File: src/rtl/drr_pkg.sv
package drr_pkg;
  typedef enum logic [1:0] {
    ST_UNTESTED = 2'd0,
    ST_TESTING  = 2'd1,
    ST_PASSED   = 2'd2,
    ST_FAILED   = 2'd3
  } row_st_e;
endpackage

File: src/rtl/drr_row.sv
module drr_row #(
  parameter int PER_W = 12,
  parameter int MUL_W = 3
) (
  input  logic                clk_i,
  input  logic                rst_ni,
  input  logic [PER_W-1:0]    hi_period_i,
  input  logic [MUL_W-1:0]    lo_mult_i,
  input  logic                wr_hit_i,
  input  logic                chk_take_i,
  input  logic                res_hit_i,
  input  logic                res_fail_i,
  input  logic                ref_done_i,
  output drr_pkg::row_st_e    state_o,
  output logic                due_o
);
  import drr_pkg::*;
  localparam int AGE_W = PER_W + MUL_W;

  row_st_e          state_q, state_d;
  logic [AGE_W-1:0] age_q, period;

  always_comb begin
    if (state_q == ST_PASSED) period = AGE_W'(hi_period_i) * AGE_W'(lo_mult_i);
    else                      period = AGE_W'(hi_period_i);
  end

  assign due_o   = age_q >= period;
  assign state_o = state_q;

  // write beats check start and result: content changed, recheck needed
  always_comb begin
    state_d = state_q;
    if (wr_hit_i && (state_q == ST_PASSED || state_q == ST_TESTING))
      state_d = ST_UNTESTED;
    else if (chk_take_i && state_q == ST_UNTESTED)
      state_d = ST_TESTING;
    else if (res_hit_i && state_q == ST_TESTING)
      state_d = res_fail_i ? ST_FAILED : ST_PASSED;
  end

  always_ff @(posedge clk_i or negedge rst_ni) begin
    if (!rst_ni) begin
      state_q <= ST_UNTESTED;
      age_q   <= '0;
    end else begin
      state_q <= state_d;
      if (ref_done_i)        age_q <= '0;
      else if (age_q != '1)  age_q <= age_q + AGE_W'(1);
    end
  end
endmodule

File: src/rtl/drr_chk_pick.sv
module drr_chk_pick #(
  parameter int ROWS = 4,
  localparam int ROW_W = (ROWS > 1) ? $clog2(ROWS) : 1
) (
  input  logic [ROWS-1:0]  untested_i,
  input  logic             busy_i,
  output logic             valid_o,
  output logic [ROW_W-1:0] row_o
);
  assign valid_o = (|untested_i) && !busy_i;

  always_comb begin
    row_o = '0;
    for (int i = ROWS - 1; i >= 0; i--)
      if (untested_i[i]) row_o = ROW_W'(i);
  end
endmodule

File: src/rtl/drr_ref_scan.sv
module drr_ref_scan #(
  parameter int ROWS = 4,
  localparam int ROW_W = (ROWS > 1) ? $clog2(ROWS) : 1
) (
  input  logic             clk_i,
  input  logic             rst_ni,
  input  logic [ROWS-1:0]  due_i,
  input  logic             ready_i,
  output logic             valid_o,
  output logic [ROW_W-1:0] row_o,
  output logic [ROWS-1:0]  done_o
);
  logic [ROW_W-1:0] ptr_q;
  logic             valid_q;
  logic [ROW_W-1:0] row_q;

  always_ff @(posedge clk_i or negedge rst_ni) begin
    if (!rst_ni) begin
      ptr_q   <= '0;
      valid_q <= 1'b0;
      row_q   <= '0;
    end else if (valid_q) begin
      if (ready_i) valid_q <= 1'b0;
    end else begin
      if (due_i[ptr_q]) begin
        valid_q <= 1'b1;
        row_q   <= ptr_q;
      end
      ptr_q <= (ptr_q == ROW_W'(ROWS - 1)) ? '0 : ptr_q + ROW_W'(1);
    end
  end

  always_comb
    for (int i = 0; i < ROWS; i++)
      done_o[i] = valid_q && ready_i && (row_q == ROW_W'(i));

  assign valid_o = valid_q;
  assign row_o   = row_q;
endmodule

File: src/rtl/dual_rate_refresh.sv
module dual_rate_refresh #(
  parameter int ROWS   = 4,
  parameter int PER_W  = 12,
  parameter int MUL_W  = 3,
  parameter int RCNT_W = 24,
  localparam int ROW_W  = (ROWS > 1) ? $clog2(ROWS) : 1,
  localparam int NCNT_W = $clog2(ROWS + 1)
) (
  input  logic              clk_i,
  input  logic              rst_ni,
  input  logic [PER_W-1:0]  hi_period_i,
  input  logic [MUL_W-1:0]  lo_mult_i,
  input  logic              wr_valid_i,
  input  logic [ROW_W-1:0]  wr_row_i,
  output logic              chk_req_valid_o,
  output logic [ROW_W-1:0]  chk_req_row_o,
  input  logic              chk_req_ready_i,
  input  logic              chk_res_valid_i,
  input  logic [ROW_W-1:0]  chk_res_row_i,
  input  logic              chk_res_fail_i,
  output logic              ref_valid_o,
  output logic [ROW_W-1:0]  ref_row_o,
  input  logic              ref_ready_i,
  output logic [RCNT_W-1:0] ref_count_o,
  output logic [NCNT_W-1:0] n_untested_o,
  output logic [NCNT_W-1:0] n_testing_o,
  output logic [NCNT_W-1:0] n_passed_o,
  output logic [NCNT_W-1:0] n_failed_o
);
  import drr_pkg::*;

  row_st_e           row_st [ROWS];
  logic [ROWS-1:0]   due, done, untested, testing;
  logic [RCNT_W-1:0] ref_cnt_q;

  for (genvar g = 0; g < ROWS; g++) begin : g_row
    drr_row #(.PER_W(PER_W), .MUL_W(MUL_W)) u_row (
      .clk_i       (clk_i),
      .rst_ni      (rst_ni),
      .hi_period_i (hi_period_i),
      .lo_mult_i   (lo_mult_i),
      .wr_hit_i    (wr_valid_i && (wr_row_i == ROW_W'(g))),
      .chk_take_i  (chk_req_valid_o && chk_req_ready_i && (chk_req_row_o == ROW_W'(g))),
      .res_hit_i   (chk_res_valid_i && (chk_res_row_i == ROW_W'(g))),
      .res_fail_i  (chk_res_fail_i),
      .ref_done_i  (done[g]),
      .state_o     (row_st[g]),
      .due_o       (due[g])
    );
    assign untested[g] = row_st[g] == ST_UNTESTED;
    assign testing[g]  = row_st[g] == ST_TESTING;
  end

  drr_chk_pick #(.ROWS(ROWS)) u_pick (
    .untested_i (untested),
    .busy_i     (|testing),
    .valid_o    (chk_req_valid_o),
    .row_o      (chk_req_row_o)
  );

  drr_ref_scan #(.ROWS(ROWS)) u_scan (
    .clk_i   (clk_i),
    .rst_ni  (rst_ni),
    .due_i   (due),
    .ready_i (ref_ready_i),
    .valid_o (ref_valid_o),
    .row_o   (ref_row_o),
    .done_o  (done)
  );

  always_ff @(posedge clk_i or negedge rst_ni) begin
    if (!rst_ni)                        ref_cnt_q <= '0;
    else if (ref_valid_o && ref_ready_i) ref_cnt_q <= ref_cnt_q + RCNT_W'(1);
  end
  assign ref_count_o = ref_cnt_q;

  always_comb begin
    n_untested_o = '0;
    n_testing_o  = '0;
    n_passed_o   = '0;
    n_failed_o   = '0;
    for (int i = 0; i < ROWS; i++) begin
      unique case (row_st[i])
        ST_UNTESTED: n_untested_o = n_untested_o + NCNT_W'(1);
        ST_TESTING:  n_testing_o  = n_testing_o  + NCNT_W'(1);
        ST_PASSED:   n_passed_o   = n_passed_o   + NCNT_W'(1);
        ST_FAILED:   n_failed_o   = n_failed_o   + NCNT_W'(1);
      endcase
    end
  end
endmodule

File: config.mk
export PLATFORM = sky130hd
export DESIGN_NAME = dual_rate_refresh
export DESIGN_NICKNAME = d
export VERILOG_FILES = /design/src/rtl/drr_pkg.sv /design/src/rtl/drr_row.sv /design/src/rtl/drr_chk_pick.sv /design/src/rtl/drr_ref_scan.sv /design/src/rtl/dual_rate_refresh.sv
export SDC_FILE = /design/constraint.sdc
export NUM_CORES = 1
export LEC_CHECK = 0
export BUFFER_PORTS_ARGS = -buffer_cell sky130_fd_sc_hd__buf_4
export CAP_MARGIN = 5
export CORE_MARGIN = 2
export CORE_UTILIZATION = 40
export DETAILED_ROUTE_END_ITERATION = 12
export SLEW_MARGIN = 20
export SYNTH_ARGS = -nofsm -noshare
export SYNTH_HDL_FRONTEND = slang
export SYNTH_SLANG_ARGS = --single-unit
File: constraint.sdc
create_clock -name clk_i -period 4.74 [get_ports clk_i]
set_input_delay 0.948 -clock clk_i [delete_from_list [all_inputs] [get_ports clk_i]]
set_output_delay 0.948 -clock clk_i [all_outputs]
set_load 0.02 [all_outputs]
# ---- Word-level counts from Yosys, hierarchy flattened
# Index checks and enable logic that the tools add are counted.
# Widths: inputs -> output; s select.
dict set report word_totals {
  ff_bits 97
  inputBits 26
  output_inout_bits 42
  wordCells 172
}
dict set report classes {
  addsub 18
  mul 1
  order_cmp 5
  n_eq_ne 29
  muxes 51
  bitwise_logic 1
  n_reduce_logical 55
}
# op count
set op_table {}
lappend op_table {{$mux 15} 12}
lappend op_table {{$add 15x1->15 const B} 4}
lappend op_table {{$ge 15x15->1} 4}
lappend op_table {{$ne 15x15->1 const B} 4}
lappend op_table {{$add 3x1->3 const B} 12}
lappend op_table {{$mux 3} 12}
lappend op_table {{$eq 2x2->1 const B} 17}
lappend op_table {{$mux 2} 17}
lappend op_table {{$logic_and 1x1->1} 31}
lappend op_table {{$add 24x1->24 const B} 1}
lappend op_table {{$eq 2x1->1 const B} 8}
lappend op_table {{$logic_not 2->1} 8}
lappend op_table {{$mul 12x3->15} 1}
lappend op_table {{$reduce_bool 3->1} 4}
lappend op_table {{$mux 1} 9}
lappend op_table {{$reduce_bool 2->1} 4}
lappend op_table {{$reduce_or 4->1} 2}
lappend op_table {{$logic_or 1x1->1} 4}
lappend op_table {{$lt 2x3->1 const B} 1}
lappend op_table {{$add 2x1->2 const B} 1}
lappend op_table {{$bmux 1 s2} 1}
lappend op_table {{$reduce_and 2->1} 1}
lappend op_table {{$logic_not 1->1} 1}
lappend op_table {{$not 1->1} 1}

# ---- Logic depth before layout (Yosys ltp)
# Gate-level depths: netlist of run 1.
dict set report depth {
  depth_word 10
  depth_mapped 22
}

# ---- By module
# Synthesis of run 1 repeated with hierarchy kept, for this count alone.
dict set report unflattened {
  hier_cells 1341
  hier_area_um2 11379.7
}
# mod instances cells_each area_each_um2
set by_module_without_submodules {}
lappend by_module_without_submodules {{drr_row at g_row[2].u_row ...} 2 280 2347.3}
lappend by_module_without_submodules {{drr_row at g_row[1].u_row} 1 285 2338.5}
lappend by_module_without_submodules {{drr_row at g_row[0].u_row} 1 281 2308.5}
lappend by_module_without_submodules {dual_rate_refresh 1 182 1721.7}
lappend by_module_without_submodules {drr_ref_scan 1 26 280.3}
lappend by_module_without_submodules {drr_chk_pick 1 7 36.3}

# ---- Worst setup path before layout of run 1
# Ideal clock, no wire load.
dict set report synth_path {
  path_type {input -> register}
  startpoint {input port lo_mult_i[2]}
  endpoint {register u_scan.row_q[0], in the netlist u_scan.row_o[0]}
  arrival_ps 5064
  required_time_ps 4615
  setup_slack_ps -449
  path_stages 22
  n_path_buf 1
  cell_sequence {clkbuf_1 -> nand2_1 -> fa_1 -> inv_1 -> ha_1 -> inv_1 -> fa_1 -> nor2b_1 -> o21a_1 -> o21a_1 -> o31a_1 -> o21ai_1 -> a21boi_1 -> o31a_1 -> ha_1 -> and3_1 -> a221o_1 -> a21oi_1 -> o21ai_0 -> a22oi_1 -> nor2_1 -> mux2_2}
}
dict set report synth_via {
  elab_chain_cells 6
  elab_cells_between_ends 12
  cone_classes {1 x mul; 4 x order compare; 6 x mux; 1 x reduce/logical}
}
# element line_no
set synth_lines {}
lappend synth_lines {{start: declaration} dual_rate_refresh.sv:12} ;# input logic [MUL_W-1:0] lo_mult_i,
lappend synth_lines {{$mul 12x3->15 (*)} drr_row.sv:24} ;# if (state_q == ST_PASSED) period = AGE_W'(hi_period_i) * AGE_W'(lo_mult_i);
lappend synth_lines {{$mux 15} drr_row.sv:24}
lappend synth_lines {{$ge 15x15->1} drr_row.sv:28} ;# assign due_o = age_q >= period;
lappend synth_lines {{$bmux 1 s2 (*)} drr_ref_scan.sv:25} ;# if (due_i[ptr_q]) begin
lappend synth_lines {{$mux 1 (implied by the code) (*)} drr_ref_scan.sv:25}
lappend synth_lines {{$reduce_and 2->1 (no line) (*)} n/a}
lappend synth_lines {{end signal: assignment} drr_ref_scan.sv:27} ;# row_q <= ptr_q;
lappend synth_lines {{end: declaration} drr_ref_scan.sv:15} ;# logic [ROW_W-1:0] row_q;
# Mark *: on every way between the ends. The rest lies on a longest branch, timed or not. The select of a mux whose other input is x is not followed.
# A chain may end at the register's enable or synchronous reset.

# ---- Worst setup path in the final report of run 1
dict set report layout_path {
  startpoint {input port hi_period_i[2]}
  endpoint {register u_scan.row_q[1], in the netlist u_scan.row_o[1]}
}
dict set report layout_via {
  elab_chain_cells 6
  elab_cells_between_ends 12
  cone_classes {1 x mul; 4 x order compare; 6 x mux; 1 x reduce/logical}
}
# element line_no
set layout_lines {}
lappend layout_lines {{start: declaration} dual_rate_refresh.sv:11} ;# input logic [PER_W-1:0] hi_period_i,
lappend layout_lines {{$mul 12x3->15} drr_row.sv:24}
lappend layout_lines {{$mux 15} drr_row.sv:24}
lappend layout_lines {{$ge 15x15->1} drr_row.sv:28}
lappend layout_lines {{$bmux 1 s2 (*)} drr_ref_scan.sv:25}
lappend layout_lines {{$mux 1 (implied by the code) (*)} drr_ref_scan.sv:25}
lappend layout_lines {{$reduce_and 2->1 (no line) (*)} n/a}
# Marks and branches as above.

==> reports/results.tsv, run 1 <==
stage	metric	value	unit
yosys	synth_nets	1042	
finish	regArea	2430	µm²
finish	area_growth_syn_to_layout	22.6	%
critical_path	worstPathArrival	5.02	ns
sta	period_minus_slack	4.78	ns
yosys	ys_async_sr_fraction	1.00	
worst_hold_path	hold_class	reg2reg	
clock_tree	cts-htree-levels	3	
detailed_routing	wire_per_inst	14.9	µm
detailed_routing	initial_drt_pass_iterations	4	
worst_hold_path	holdPathStages	1	
finish	final_layout_size_suffix_gt1_frac	0.189	
placed_design	gpl.final_weighted_congestion	0.874	
clock_tree	cts-root-buf	clkbuf_16	
finish	fillCellCount	1942	
status	outcome	complete, but fails checks	
pwr	p_leak	4.73	nW
yosys	post_synthesis_cell_area	8000	µm²
critical_path	slowest_cell_on_crit_path	fa_1	
finish	antenna-diode-count	0	
placed_design	port-buffer-count	67	
detailed_routing	detail_route.wirelength	19.4	mm
clock_tree	worstSkewPairLatency	0.35	ns
critical_path	startpoint	hi_period_i[2]	
clock_tree	clock_tree_from_tritoncts	done	
sta	tns	-0.0787	ns
global_route	grt_start_max_net_pins	71	
yosys	synth-edff-count	0	
yosys	synth-seq-area-share	0.304	
finish	layout.core_utilization	0.502	
flow_run	timing.max_cap.violations	0	
yosys	synthDominantCellAreaShare	0.304	
critical_path	cp_max_fo	4	
detailed_routing	ant_nets	0	
global_route	grt_overflow	0	
worst_hold_path	hold_start	ref_count_o[23]	
placed_design	detailed_place_hpwl	15.2	mm
pwr	sum_of_internal_switching_and_leakage_power	5.16	mW
critical_path	r2r_start	g_row[0].u_row.state_o[0]	
yosys	netlist_cell_types	53	
clock_tree	cts_hold_repair.buffers	0	
finish	multiInputGateArea	5440	µm²
sta	hold_violations	0	
global_route	global_route.usage.met1	0.264	
clock_tree	cts_buf_count	9	
floorplan	die_height	145	µm
global_route	gr_peak_layer	met2	
detailed_routing	initialDrtViolationCount	371	
yosys	synthDominantAreaCellType	dfrtp_1	
sta	worst_slew_margin_rel	0.368	
pwr	power_density	527	nW/µm²
yosys	ys_seq_elements	97	
critical_path	timing.critical_path.from_type	input pin	
floorplan	ios	68	
global_route	use_met2	0.314	
sta	holdWs	0.474	ns
detailed_routing	vias_per_cell	5.08	
clock_tree	max-clock-path-buffers	2	
detailed_routing	detailroute.via_count	6611	
global_route	grtUsageTotal	0.188	
yosys	yosys_warnings	0	
floorplan	die-area	21100	µm²
critical_path	cp_cell_sequence	buf_8, nand2_4, fa_1, inv_1, ha_2, inv_2, fa_2, nor2b_1, o21a_1, o21a_1, o31a_1, o21ai_2, buf_4, buf_6, mux2i_1, nor2_1, ha_1, a41oi_2, a21oi_2, a211o_1, a22oi_2, nor2_2, mux2_4	
sta	worstMarginPinSlew	0.944	ns
global_route	gr_met3_demand_resource	0.0245	
sta	final-setup-viol-count	2	
floorplan	floorplan.initialDensity	0.410	
yosys	synth_instances	896	
sta	drv_slew	0	
critical_path	critPathCaptureType	flip-flop	
critical_path	worst_path_dominant_cell_family	compound AO/OA/AOI/OAI gates	
critical_path	crit_path_max_incr_delay	0.52	ns
sta	post-route-worst-setup-slack	-0.0440	ns
critical_path	ff2ff_path_depth	11	
sta	finalCritPeriodShare	1.01	
status	violations	negative setup slack	
clock_tree	numClockSinks	97	
yosys	leading_register_cell_type_out_of_synthesis	dfrtp_1	
detailed_routing	remaining_drc_errors	0	
yosys	synth_area_per_cell	8.92	µm²
pwr	vdd_drop_max	0.617	mV
critical_path	worst-setup-path-type	in2reg	
sta	finalClockSkew	0.0111	ns
critical_path	worst_path_most_repeated_cell	o21a_1	
floorplan	placement_rows	51	
floorplan	die_w	145	µm
critical_path	count_of_cell_instances_traversed_by_the_critical_path	23	
critical_path	buf_inv_stages_crit_path	5	
sta	timing.fmax	209	MHz
yosys	ranking_of_synthesized_cells_by_area	dfrtp_1, ha_1, mux2i_1	
clock_tree	cts.reportedPaths.clkPinSlew	0.08	ns
global_route	via_count_of_the_first_global_routing_pass	6365	
floorplan	area_of_the_core	19500	µm²
global_route	grt_first_pass_wirelength	32.4	mm
sta	rsz0062_at_grt	true	
finish	nets	1177	
global_route	antenna_found_initial	0	
critical_path	crit_required	4.98	ns
area by class of cell:
type                       count  area share
clock inverter                 7      0.0101
sequential                    97       0.248
timing repair buffer         142       0.112
clock buffer                   9      0.0230
tap                          265      0.0338
multi-input combinational    732       0.555
inverter                      49      0.0188
repair_timing:
item / CTS / global route
pin swaps: 2 / 16
setup buffers: 1 / 3
gates resized for setup: 4 / 28
endpoints found under the setup margin: 2 / 3
routing by layer:
metal / vias to the layer above / share of wire / routed length [µm]
met2: 68 / 0.48 / 9220
met5: - / 0 / 0
met1: 3135 / 0.49 / 9520
met4: 0 / 0.0078 / 152
met3: 8 / 0.026 / 499
li1: 3400 / - / -
worst reg2reg max path: stages, from the launching register on:
cell,delay (ns)
dfrtp_1,0.41
inv_1,0.11
ha_1,0.75
mux2i_1,0.44
ha_1,0.31
a21o_1,0.18
a221o_1,0.34
a31oi_1,0.24
o21ai_2,0.11
a22oi_2,0.23
nor2_2,0.07
mux2_4,0.30
cells in the mapped netlist (6+ instances only):
library cell and number:
ha_1 109, nand2_1 98, dfrtp_1 97, nor2_1 91, inv_1 49, mux2i_1 43, xor2_1 43, a21oi_1 41
xnor2_1 40, nand3_1 39, o21ai_0 31, nand4_1 24, and2_1 23, nor3_1 17, clkbuf_1 15, and3_1 13
nor2b_1 12, fa_1 11, a21o_1 8, and4_1 7, mux2_2 7, or3_1 7, a21boi_0 6, a31oi_1 6
sequential cells by signal, summed over array words and instances, names as in the netlist:
signal / count
u_scan.ptr_q: 2
u_scan.row_o: 2
ref_count_o: 24
u_scan.valid_o: 1
g_row.u_row.state_o: 8
g_row.u_row.age_q: 60
cell usage in the layout, fill, tap and decap left out, drive strengths merged, types with 40 or more instances in the layout:
master	netlist	routed
nor2	91	91
inv	49	52
buf	3	142
ha	109	109
a21oi	41	41
xor2	43	43
xnor2	40	40
nand2	98	98
dfrtp	97	97
mux2i	43	43
cells by family after synthesis:
family,after synthesis,share of synthesized area
compound gates,129,0.0995
xor+xnor,83,0.0909
fa+ha+maj,120,0.198
buf+inv,67,0.0316
flops,97,0.304
mux,50,0.0637
simple gates,350,0.213
report_power, final:
part           switching, mW  leakage, nW  total (mW)  internal (mW)
registers              0.386         1.27        1.48           1.09
clock network          0.365        0.154       0.792          0.426
logic                   1.57         3.31        2.89           1.32
total                   2.32         4.73        5.16           2.84
worst paths after layout:
path	slack, ns	endpoint
min reg2reg	0.47	ref_count_o[23]
min	0.47	ref_count_o[23]
max	-0.04	u_scan.row_o[1]
min in group asynchronous	0.71	g_row[0].u_row.age_q[6]
max reg2reg	1.15	u_scan.row_o[1]
max in group asynchronous	3.12	g_row[3].u_row.state_o[0]
stage by stage:
stage          area, µm²  setup slack [ns]  std cells
6_report            9800           -0.0440       1301
4_1_cts             9670           -0.0147       1299
3_5_place_dp        9330            -0.440       1282
2_1_floorplan       8070            -0.226        896
5_1_grt             9800            -0.311       1301
3_3_place_gp        9330            -0.390       1282
No activity file was read; power rests on OpenSTA's default activity.
==> inputs of run 2 (changes only) <==
--- a/config.mk
+++ b/config.mk
@@ -7,7 +7,6 @@
 export LEC_CHECK = 0
 export BUFFER_PORTS_ARGS = -buffer_cell sky130_fd_sc_hd__buf_4
 export CAP_MARGIN = 5
-export CORE_MARGIN = 2
 export CORE_UTILIZATION = 40
 export DETAILED_ROUTE_END_ITERATION = 12
 export SLEW_MARGIN = 20
==> run 2 against run 1 <==
The run still ends with negative setup slack left. Flip-flop and latch count is the same. Global-route usage rose by 1.5 points. Final cell count stayed put. Critical path depth is 4 lower. Sequential power hardly changed.
==> reports/results.tsv, run 2 (synthesized netlist as in run 1, its figures left out) <==
stage	metric	value	unit
finish	area_growth_syn_to_layout	22.5	%
clock_tree	cts_hold_repair.buffers	0	
critical_path	ff2ff_setup_slack	1.27	ns
critical_path	timing.critical_path.from_type	input pin	
placed_design	gpl.final_weighted_congestion	0.877	
clock_tree	cts-root-buf	clkbuf_16	
placed_design	detailed_place_hpwl	15.1	mm
sta	timing.fmax	210	MHz
sta	period_minus_slack	4.76	ns
clock_tree	cts.reportedPaths.clkPinSlew	0.08	ns
detailed_routing	ant_nets	0	
clock_tree	max-clock-path-buffers	2	
detailed_routing	remaining_drc_errors	0	
floorplan	ios	68	
sta	finalCritPeriodShare	1.00	
floorplan	placement_rows	51	
global_route	grt_first_pass_wirelength	32.3	mm
pwr	power_density	525	nW/µm²
placed_design	post-place-cells	1279	
detailed_routing	detail_route.wirelength	19.6	mm
floorplan	die-area	20600	µm²
clock_tree	cts_buf_count	9	
pwr	vdd_drop_max	0.476	mV
detailed_routing	wire_per_inst	15.1	µm
floorplan	area_of_the_core	19500	µm²
placed_design	port-buffer-count	67	
worst_hold_path	hold_class	reg2reg	
clock_tree	cts-htree-levels	3	
finish	nets	1176	
finish	layout.core_utilization	0.502	
detailed_routing	detailroute.via_count	6782	
finish	final-instance-count-excl-fill	1301	
detailed_routing	initial_drt_pass_iterations	5	
critical_path	cp_max_fo	4	
finish	top_reg_by_flops	g_row.u_row.age_q	
clock_tree	numClockSinks	97	
pwr	p_leak	4.72	nW
global_route	grt_overflow	0	
critical_path	worstPathArrival	5.00	ns
sta	tns	-0.0303	ns
detailed_routing	vias_per_cell	5.21	
clock_tree	worstSkewPairLatency	0.36	ns
global_route	grtUsageTotal	0.202	
sta	drv_slew	0	
global_route	grt_start_max_net_pins	45	
critical_path	worst-setup-path-type	in2reg	
sta	post-route-worst-setup-slack	-0.0164	ns
sta	finalClockSkew	0.0148	ns
sta	final-setup-viol-count	2	
finish	number_of_flip_flops_in_the_largest_register	60	
finish	fillCellCount	1922	
floorplan	floorplan.initialDensity	0.410	
sta	hold_violations	0	
critical_path	crit_required	4.98	ns
global_route	via_count_of_the_first_global_routing_pass	6473	
flow_run	timing.max_cap.violations	0	
sta	worstMarginPinSlew	0.918	ns
detailed_routing	initialDrtViolationCount	360	
clock_tree	clock_tree_from_tritoncts	done	
floorplan	die_height	143	µm
finish	final_layout_size_suffix_gt1_frac	0.191	
finish	layout.cells.most_common	buf_4	
global_route	antenna_found_initial	0	
sta	worst_slew_margin_rel	0.386	
status	outcome	complete, but fails checks	
status	violations	negative setup slack	
critical_path	critPathCaptureType	flip-flop	
finish	layout.cells.most_common_list	buf_4, ha_1, dfrtp_1, nand2_1, nor2_1	
floorplan	die_w	143	µm
sta	rsz0062_at_grt	true	
[run 2: routing by layer]
| metal | wire (µm) | GRT usage | up-vias |
|---|---|---|---|
| met1 | 9630 | 0.281 | 3248 |
| met3 | 664 | 0.0330 | 19 |
| met2 | 8950 | 0.321 | 104 |
| met5 | 0 | 0 | - |
| li1 | - | - | 3411 |
| met4 | 376 | 0.0627 | 0 |
[run 2: through the flow]
step	worst slack [ns]	hold WS, ns	power (mW)	area (µm²)
6_report	-0.0164	0.481	5.14	9800
5_1_grt	-0.181	0.516	5.64	9790
4_1_cts	0.000494	0.491	5.12	9660
3_5_place_dp	-0.554	0.475	4.31	9310
3_3_place_gp	-0.431	0.474	4.24	9310
2_1_floorplan	-0.226	0.491	3.34	8070
[run 2: power by group]
part	internal [mW]	total, mW	leakage (nW)	switching (mW)
Combinational	1.34	2.92	3.30	1.58
Sequential	1.09	1.48	1.27	0.386
Clock	0.377	0.743	0.150	0.366
Total	2.81	5.14	4.72	2.33
[run 2: area by class of cell]
type / instances / area (µm²) / area share
diodes: 1 / 2.50 / 0.000255
clock buffers: 9 / 225 / 0.0230
multi-input cells: 732 / 5460 / 0.558
flip-flops and latches: 97 / 2430 / 0.248
inverters: 49 / 184 / 0.0188
clock inverters: 7 / 81.3 / 0.00830
well taps: 265 / 332 / 0.0338
repair buffers: 141 / 1080 / 0.110
[run 2: worst paths after layout]
kind	cells after the start	endpoint	start
max	19	u_scan.row_o[0]	hi_period_i[2]
max reg2reg	12	u_scan.row_o[0]	g_row[0].u_row.state_o[0]
max in group asynchronous	2	g_row[3].u_row.age_q[11]	rst_ni
min	1	ref_count_o[23]	ref_count_o[23]
min reg2reg	1	ref_count_o[23]	ref_count_o[23]
min in group asynchronous	1	g_row[2].u_row.age_q[5]	rst_ni
[run 2: worst max-delay path, cell delays in order]
cell and delay, ns:
buf_4 0.13, and2_4 0.16, fa_1 0.43, ha_1 0.32, nor2b_2 0.15, o21a_1 0.19, o21a_1 0.20, o31a_1 0.29
o21ai_2 0.21, buf_4 0.15, mux2i_1 0.16, nor2_1 0.08, ha_1 0.30, nand2_1 0.07, or4_4 0.49, o21ai_4 0.16
a22oi_2 0.08, nor2_2 0.16, mux2_4 0.31
[run 2: repair_timing]
action | CTS | global route
resized for setup | 12 | 23
cloned | 0 | 0
setup buffers | 2 | 4
endpoints found under the hold margin | 0 | 0
pin swaps | 3 | 16
setup endpoints to repair | 2 | 3
